`src/rtl/nmc_pkg.sv`:
```
package nmc_pkg;
  parameter int NC_WAYS    = 8;
  parameter int NC_THREADS = 2;
  parameter int NC_SETS    = 8;

  localparam int WAY_W    = $clog2(NC_WAYS);
  localparam int THR_W    = (NC_THREADS > 1) ? $clog2(NC_THREADS) : 1;
  localparam int SET_W    = $clog2(NC_SETS);
  localparam int RESV_MAX = NC_WAYS / NC_THREADS;
  localparam int RESV_W   = $clog2(NC_WAYS + 1);
  localparam int OWN_W    = $clog2(NC_THREADS + 1);

  // strobes from control to datapath
  typedef struct packed {
    logic               accept;
    logic               walkEn;
    logic [SET_W-1:0]   walkSet;
    logic [NC_WAYS-1:0] clrMask;
  } ctrlStrobe_t;

  // owner code of a way: thread number, or NC_THREADS when shared
  function automatic logic [OWN_W-1:0] wayOwner(input logic [WAY_W-1:0] way,
                                                 input logic [RESV_W-1:0] resv);
    logic [OWN_W-1:0] own;
    int lo;
    own = OWN_W'(NC_THREADS);
    for (int t = 0; t < NC_THREADS; t++) begin
      lo = t * int'(resv);
      if (int'(way) >= lo && int'(way) < lo + int'(resv))
        own = OWN_W'(t);
    end
    return own;
  endfunction
endpackage

```
`src/rtl/nmc_ctrl.sv`:
```
module nmc_ctrl
  import nmc_pkg::*;
(
  input  logic              clk,
  input  logic              rstN,
  input  logic              reqValid,
  input  logic              cfgWrite,
  input  logic [RESV_W-1:0] cfgResv,
  output ctrlStrobe_t       strobe,
  output logic              busy,
  output logic [RESV_W-1:0] resvY,
  output logic              cfgErr
);
  logic [RESV_W-1:0]  pendY;
  logic [SET_W-1:0]   walkIdx;
  logic [NC_WAYS-1:0] clrMask;
  logic [NC_WAYS-1:0] changeMask;
  logic               cfgLegal;
  logic               walkLast;

  // ways whose owner differs between the current and the requested setting
  for (genvar w = 0; w < NC_WAYS; w++) begin : gChange
    assign changeMask[w] = wayOwner(WAY_W'(w), resvY) != wayOwner(WAY_W'(w), cfgResv);
  end

  assign cfgLegal = cfgResv <= RESV_W'(RESV_MAX);
  assign walkLast = walkIdx == SET_W'(NC_SETS - 1);

  always_ff @(posedge clk) begin
    if (!rstN) begin
      busy    <= 1'b0;
      resvY   <= '0;
      pendY   <= '0;
      walkIdx <= '0;
      clrMask <= '0;
      cfgErr  <= 1'b0;
    end else if (busy) begin
      if (walkLast) begin
        busy  <= 1'b0;
        resvY <= pendY;
      end
      walkIdx <= walkIdx + SET_W'(1);
    end else if (cfgWrite) begin
      if (!cfgLegal) begin
        cfgErr <= 1'b1;
      end else if (cfgResv != resvY) begin
        busy    <= 1'b1;
        pendY   <= cfgResv;
        walkIdx <= '0;
        clrMask <= changeMask;
      end
    end
  end

  always_comb begin
    strobe.accept  = reqValid && !busy;
    strobe.walkEn  = busy;
    strobe.walkSet = walkIdx;
    strobe.clrMask = clrMask;
  end
endmodule

```
`src/rtl/nmc_datapath.sv`:
```
module nmc_datapath
  import nmc_pkg::*;
#(
  parameter  int TAG_W  = 5,
  parameter  int DATA_W = 16,
  localparam int ADDR_W = TAG_W + SET_W
) (
  input  logic              clk,
  input  logic              rstN,
  input  ctrlStrobe_t       strobe,
  input  logic [RESV_W-1:0] resvY,
  input  logic [THR_W-1:0]  reqThread,
  input  logic [ADDR_W-1:0] reqAddr,
  input  logic [DATA_W-1:0] reqData,
  output logic              rspValid,
  output logic              rspHit,
  output logic [WAY_W-1:0]  rspWay,
  output logic [DATA_W-1:0] rspData
);
  logic [NC_WAYS-1:0] validArr [NC_SETS];
  logic [TAG_W-1:0]   tagArr   [NC_SETS][NC_WAYS];
  logic [DATA_W-1:0]  dataArr  [NC_SETS][NC_WAYS];
  logic [WAY_W-1:0]   ageArr   [NC_SETS][NC_WAYS];

  logic [SET_W-1:0]   reqSet;
  logic [TAG_W-1:0]   reqTag;
  logic [NC_WAYS-1:0] hitVec;
  logic [NC_WAYS-1:0] eligVec;
  logic               isHit;
  logic [WAY_W-1:0]   hitWay;
  logic [WAY_W-1:0]   invWay;
  logic               invFound;
  logic [WAY_W-1:0]   lruWay;
  logic [WAY_W-1:0]   bestAge;
  logic               lruFound;
  logic [WAY_W-1:0]   useWay;
  logic [WAY_W-1:0]   refAge;

  assign reqSet = reqAddr[SET_W-1:0];
  assign reqTag = reqAddr[ADDR_W-1:SET_W];

  for (genvar w = 0; w < NC_WAYS; w++) begin : gWay
    assign hitVec[w]  = validArr[reqSet][w] && (tagArr[reqSet][w] == reqTag);
    assign eligVec[w] = (wayOwner(WAY_W'(w), resvY) == OWN_W'(reqThread)) ||
                        (wayOwner(WAY_W'(w), resvY) == OWN_W'(NC_THREADS));
  end

  assign isHit = |hitVec;

  always_comb begin
    hitWay   = '0;
    invWay   = '0;
    invFound = 1'b0;
    lruWay   = '0;
    bestAge  = '0;
    lruFound = 1'b0;
    for (int w = NC_WAYS - 1; w >= 0; w--) begin
      if (hitVec[w]) hitWay = WAY_W'(w);
      if (eligVec[w] && !validArr[reqSet][w]) begin
        invWay   = WAY_W'(w);
        invFound = 1'b1;
      end
    end
    for (int w = 0; w < NC_WAYS; w++) begin
      if (eligVec[w] && (!lruFound || ageArr[reqSet][w] > bestAge)) begin
        lruWay   = WAY_W'(w);
        bestAge  = ageArr[reqSet][w];
        lruFound = 1'b1;
      end
    end
    if (isHit)         useWay = hitWay;
    else if (invFound) useWay = invWay;
    else               useWay = lruWay;
    refAge = ageArr[reqSet][useWay];
  end

  // valid bits and ages
  always_ff @(posedge clk) begin
    if (!rstN) begin
      for (int s = 0; s < NC_SETS; s++) begin
        validArr[s] <= '0;
        for (int w = 0; w < NC_WAYS; w++) ageArr[s][w] <= WAY_W'(w);
      end
    end else if (strobe.walkEn) begin
      validArr[strobe.walkSet] <= validArr[strobe.walkSet] & ~strobe.clrMask;
    end else if (strobe.accept) begin
      if (!isHit) validArr[reqSet][useWay] <= 1'b1;
      for (int w = 0; w < NC_WAYS; w++) begin
        if (WAY_W'(w) == useWay)          ageArr[reqSet][w] <= '0;
        else if (ageArr[reqSet][w] < refAge) ageArr[reqSet][w] <= ageArr[reqSet][w] + WAY_W'(1);
      end
    end
  end

  // tag and data store with fill port
  always_ff @(posedge clk) begin
    if (strobe.accept && !isHit) begin
      tagArr[reqSet][useWay]  <= reqTag;
      dataArr[reqSet][useWay] <= reqData;
    end
  end

  always_ff @(posedge clk) begin
    if (!rstN) begin
      rspValid <= 1'b0;
      rspHit   <= 1'b0;
      rspWay   <= '0;
      rspData  <= '0;
    end else begin
      rspValid <= strobe.accept;
      if (strobe.accept) begin
        rspHit  <= isHit;
        rspWay  <= useWay;
        rspData <= isHit ? dataArr[reqSet][hitWay] : reqData;
      end
    end
  end
endmodule

```
`src/rtl/nmc_cache.sv`:
```
module nmc_cache
  import nmc_pkg::*;
#(
  parameter  int TAG_W  = 5,
  parameter  int DATA_W = 16,
  localparam int ADDR_W = TAG_W + SET_W
) (
  input  logic              clk,
  input  logic              rstN,
  input  logic              reqValid,
  input  logic [THR_W-1:0]  reqThread,
  input  logic [ADDR_W-1:0] reqAddr,
  input  logic [DATA_W-1:0] reqData,
  output logic              rspValid,
  output logic              rspHit,
  output logic [WAY_W-1:0]  rspWay,
  output logic [DATA_W-1:0] rspData,
  input  logic              cfgWrite,
  input  logic [RESV_W-1:0] cfgResv,
  output logic [RESV_W-1:0] resvY,
  output logic              busy,
  output logic              cfgErr
);
  ctrlStrobe_t strobe;

  nmc_ctrl u_ctrl (
    .clk      (clk),
    .rstN     (rstN),
    .reqValid (reqValid),
    .cfgWrite (cfgWrite),
    .cfgResv  (cfgResv),
    .strobe   (strobe),
    .busy     (busy),
    .resvY    (resvY),
    .cfgErr   (cfgErr)
  );

  nmc_datapath #(.TAG_W(TAG_W), .DATA_W(DATA_W)) u_dp (
    .clk       (clk),
    .rstN      (rstN),
    .strobe    (strobe),
    .resvY     (resvY),
    .reqThread (reqThread),
    .reqAddr   (reqAddr),
    .reqData   (reqData),
    .rspValid  (rspValid),
    .rspHit    (rspHit),
    .rspWay    (rspWay),
    .rspData   (rspData)
  );
endmodule

```
`config.mk`:
```
export PLATFORM = sky130hd
export DESIGN_NAME = nmc_cache
export DESIGN_NICKNAME = d
export VERILOG_FILES = /design/src/rtl/nmc_pkg.sv /design/src/rtl/nmc_ctrl.sv /design/src/rtl/nmc_datapath.sv /design/src/rtl/nmc_cache.sv
export SDC_FILE = /design/constraint.sdc
export NUM_CORES = 2
export LEC_CHECK = 0
export BUFFER_PORTS_ARGS = -buffer_cell sky130_fd_sc_hd__buf_2
export CAP_MARGIN = 0
export CORE_ASPECT_RATIO = 1.2
export CORE_UTILIZATION = 40
export CTS_CLUSTER_SIZE = 8
export DETAILED_ROUTE_END_ITERATION = 10
export PLACE_DENSITY = 0.57
export SYNTH_ARGS = -nofsm -noshare
export SYNTH_HDL_FRONTEND = slang
export SYNTH_SLANG_ARGS = --single-unit
```
`constraint.sdc`:
```
create_clock -name clk -period 20 [get_ports clk]
set_input_delay 2 -clock clk [delete_from_list [all_inputs] [get_ports clk]]
set_output_delay 2 -clock clk [all_outputs]
set_load 0.01 [all_outputs]
```
==> impl_metrics.env <==
export IMPL_rrSetupSlack_ns=4.88
export IMPL_grt_max_degree=87
export IMPL_grtUsageMet1=0.3431
export IMPL_cp_slowest_cell="a2111oi_0"
export IMPL_worstPathRequired_ns=20.51
export IMPL_use_met2=0.4204
export IMPL_synth_adder_area_share=0.007536
export IMPL_clkPwrFrac=0.409
export IMPL_die_y_microns=454.5
export IMPL_maxCapViolCount=0
export IMPL_synth_fp_nets=4608
export IMPL_pin_count=60
export IMPL_htree_levels=4
export IMPL_drive_above_1_share=0.1524
export IMPL_dp_cells=6705
export IMPL_synth_compound_area_frac=0.1403
export IMPL_rsz0062_at_grt="no"
export IMPL_slew_viol_final=0
export IMPL_syn_area_per_cell_sq_um=15.03
export IMPL_finalNetCount=4746
export IMPL_num_vias=44140
export IMPL_yosysSeqAreaShare=0.7173
export IMPL_antenna_found_initial=5
export IMPL_synth_ff_type="edfxtp_1"
export IMPL_cts_resized=0
export IMPL_period_minus_slack_ns=16.72
export IMPL_worst_slew_pin_slew_ns=1.284
export IMPL_crit_cells=61
export IMPL_drt_vias_per_instance=6.282
export IMPL_finalCritPeriodShare=0.8360
export IMPL_hold_start="u_ctrl.pendY[1]"
export IMPL_power_switching_mw=2.190
export IMPL_fp_dieW_microns=379.1
export IMPL_async_flop_share=0
export IMPL_setup_viol=0
export IMPL_grt_pass1_wl_microns=317400
export IMPL_root_buffer="clkbuf_16"
export IMPL_clk_pin_slew_worst_paths_ns=0.06
export IMPL_critical_path_buf_inv_count=6
export IMPL_cp_end_kind="flop"
export IMPL_r2r_cells=58
export IMPL_synth_warning_count=0
export IMPL_synth_seq_cells=1645
export IMPL_groute_usage_overall=0.2578
export IMPL_stdcell_count=7027
export IMPL_grt_met3_usage=0.04219
export IMPL_fmax_mhz=59.81
export IMPL_drtPass1Iterations=6
export IMPL_crit_family="compound AO/OA/AOI/OAI gates"
export IMPL_min_path_cells=2
export IMPL_hold_class="flop to flop"
export IMPL_r2r_end="u_dp.ageArr[3][8]"
export IMPL_seqPwrFrac=0.459
export IMPL_clockBufferDepth=3
export IMPL_p_sw_frac=0.2603
export IMPL_area_growth_pct=13.99
export IMPL_cts_setup_buffers=0
export IMPL_outcome="finished, final reports clean"
export IMPL_yosysUniqueCellTypes=108
export IMPL_muxShareOfSynthArea=0.04626
export IMPL_ctsHoldBuffers=0
export IMPL_hold_viol_final=0
export IMPL_ir_drop_mv=0.1132
export IMPL_slew_headroom=0.1411
export IMPL_drc=0
export IMPL_synth_top_family_by_area="compound AO/OA/AOI/OAI gates"
export IMPL_grt_pass1_vias=43210
export IMPL_leakage_nw=24.77
export IMPL_worstReg2RegStart="u_ctrl.resvY[1]"
export IMPL_clkLatencyLatePin_ns=0.87
export IMPL_overflow=0
export IMPL_final_setup_tns_ns=0
export IMPL_worstSetupPathType="input port to flop"
export IMPL_holdPathEnd="u_ctrl.pendY[1]"
export IMPL_path_max_fanout=66
export IMPL_cts_tree="yes"
export IMPL_core_sq_um=168900
export IMPL_wire_per_inst_microns=31.99
export IMPL_p_int_mw=6.225
export IMPL_cts_sinks=1645
export IMPL_grt_busiest_layer="met2"
export IMPL_synth_simple_area_share=0.05959
export IMPL_core_rowCount=165
export IMPL_dp_hpwl_microns=128600
export IMPL_totalWireLength_microns=224800
export IMPL_port_buffers=59
export IMPL_synthesis_instances=4539
export IMPL_cp_arrival_ns=17.23
export IMPL_initial_core_util=0.4041
export IMPL_numCtsBuffers=224
export IMPL_postLayoutCellArea_sq_um=77790
export IMPL_start_kind="input port"
export IMPL_powerDensity_nw_per_um2=108.2
export IMPL_place_congestion=0.9311
export IMPL_slowest_delay_ns=0.85
export IMPL_antenna_left=0
export IMPL_die_area_sq_um=172300
export IMPL_placed_cell_area_sq_um=71600
export IMPL_finalClockSkew_ns=0.05308
export IMPL_synth_edf_count=1600
export IMPL_power_share_combinational=0.132
export IMPL_synth_area_sq_um=68240
export IMPL_drt_initial_drc_count=5431
export IMPL_synthXorXnorAreaFrac=0.004877
state kept, by name, summed over array words and instances (netlist names), 3 cells and up, named ones only:
signal,flops
u_dp.rspData,16
u_ctrl.resvY,4
u_dp.rspWay,3
u_dp.validArr,64
u_dp.ageArr,192
u_ctrl.pendY,4
u_ctrl.clrMask,8
u_ctrl.walkIdx,3
u_dp.tagArr,320
u_dp.dataArr,1024
worst min-delay path, delay by kind of cell, from the launching register on:
| family | cells | cell delay, ns |
|---|---|---|
| AOI/OAI and AO/OA | 1 | 0.05 |
| DFF | 1 | 0.31 |
| and+or+nand+nor | 1 | 0.05 |
metrics by stage:
stage | hold slack, ns | setup slack, ns | power (mW) | util
2_1_floorplan | 0.4323 | 5.382 | 4.625 | -
3_3_place_gp | 0.4429 | 2.933 | 5.010 | 0.4240
3_5_place_dp | 0.4482 | 2.578 | 5.020 | 0.4240
4_1_cts | 0.4557 | 3.395 | 8.434 | 0.4606
5_1_grt | 0.4706 | 2.108 | 8.680 | 0.4606
6_report | 0.4557 | 3.281 | 8.415 | 0.4607
worst max path at each step:
stage                          start           endpoint  slack [ns]
after floorplan           reqAddr[1]  u_dp.ageArr[0][0]        5.38
after global placement    reqAddr[1]  u_dp.ageArr[3][3]        2.93
after detailed placement  reqAddr[1]  u_dp.ageArr[5][7]        2.58
after CTS                 reqAddr[1]  u_dp.ageArr[5][7]        3.40
after global routing      reqAddr[1]  u_dp.ageArr[5][7]        2.11
final                     reqAddr[1]  u_dp.ageArr[3][8]        3.28
synth_stat cells, types with 27 or more instances:
| cell | instances | area (sq um) |
|---|---|---|
| a21oi_1 | 135 | 675.7 |
| clkbuf_1 | 226 | 848.3 |
| buf_1 | 41 | 153.9 |
| o21ai_0 | 245 | 1226 |
| nand2_1 | 199 | 747.0 |
| a221oi_1 | 150 | 1314 |
| nor2_1 | 283 | 1062 |
| dfxtp_1 | 45 | 900.9 |
| edfxtp_1 | 1600 | 48050 |
| a211oi_1 | 28 | 210.2 |
| and3_1 | 29 | 181.4 |
| nand3_1 | 59 | 295.3 |
| ha_1 | 36 | 450.4 |
| buf_2 | 33 | 165.2 |
| xnor2_1 | 28 | 245.2 |
| o211ai_1 | 70 | 525.5 |
| o22ai_1 | 27 | 168.9 |
| nor3_1 | 51 | 255.2 |
| a22oi_1 | 355 | 2665 |
| mux2_2 | 75 | 844.6 |
| a22o_1 | 76 | 665.6 |
| nand4_1 | 71 | 444.2 |
| inv_1 | 40 | 150.1 |
| mux2i_1 | 165 | 1652 |
| a31oi_1 | 27 | 168.9 |
layer usage:
layer,routed length [microns],up-vias
met5,27,-
met4,8586,4
met3,18390,430
met2,107800,2375
met1,90020,22730
li1,-,18600
cells by family (layout without fill, tap and decap cells):
logic type | Yosys count | count (layout)
compound gates | 1331 | 1331
xor+xnor | 38 | 38
buf+inv | 375 | 607
flops | 1645 | 1645
fa+ha+maj | 42 | 42
other cells | 0 | 2
mux | 274 | 274
simple gates | 834 | 834
final cells by class:
cell class	instances	area [sq um]
flip-flops and latches	1645	48950
diodes	2	5.005
well taps	2254	2820
inverters	43	161.4
multi-input cells	2519	17930
fillers	14760	91080
clock buffers	304	5947
clock inverters	16	236.5
repair buffers	244	1745
placed cells by master (no fill, tap or decap), types with 9 or more instances in the layout:
master	count
nand2b_1	19
o31ai_1	16
a211oi_1	28
nor2_2	70
nand3_1	58
clkbuf_16	225
o21a_1	24
nand2_1	198
a21oi_1	135
o22ai_1	27
mux2i_1	164
o21ai_1	9
a21o_1	21
mux2_2	75
a22o_1	76
a221o_1	23
nor3_1	49
a31oi_1	27
nand4_1	71
a22oi_1	355
xor2_1	10
o21ai_0	244
nor4_1	20
dfxtp_1	45
buf_2	55
and2_1	14
o211ai_1	70
mux4_2	24
a221oi_1	150
a211oi_2	9
nor2b_1	11
inv_1	39
edfxtp_1	1600
nor2_1	215
xnor2_1	28
buf_4	184
clkbuf_1	77
o311ai_0	10
ha_1	36
and3_1	29
power groups by stage:
stage | clock [mW] | sequential [mW] | combinational (mW)
global route | 3.61 | 3.86 | 1.20
global placement | 0 | 3.93 | 1.08
detailed placement | 0 | 3.93 | 1.09
finish | 3.44 | 3.86 | 1.11
CTS | 3.48 | 3.86 | 1.10
floorplan | 0 | 3.92 | 0.704
Note: power is estimated with default switching activity, not from simulation.
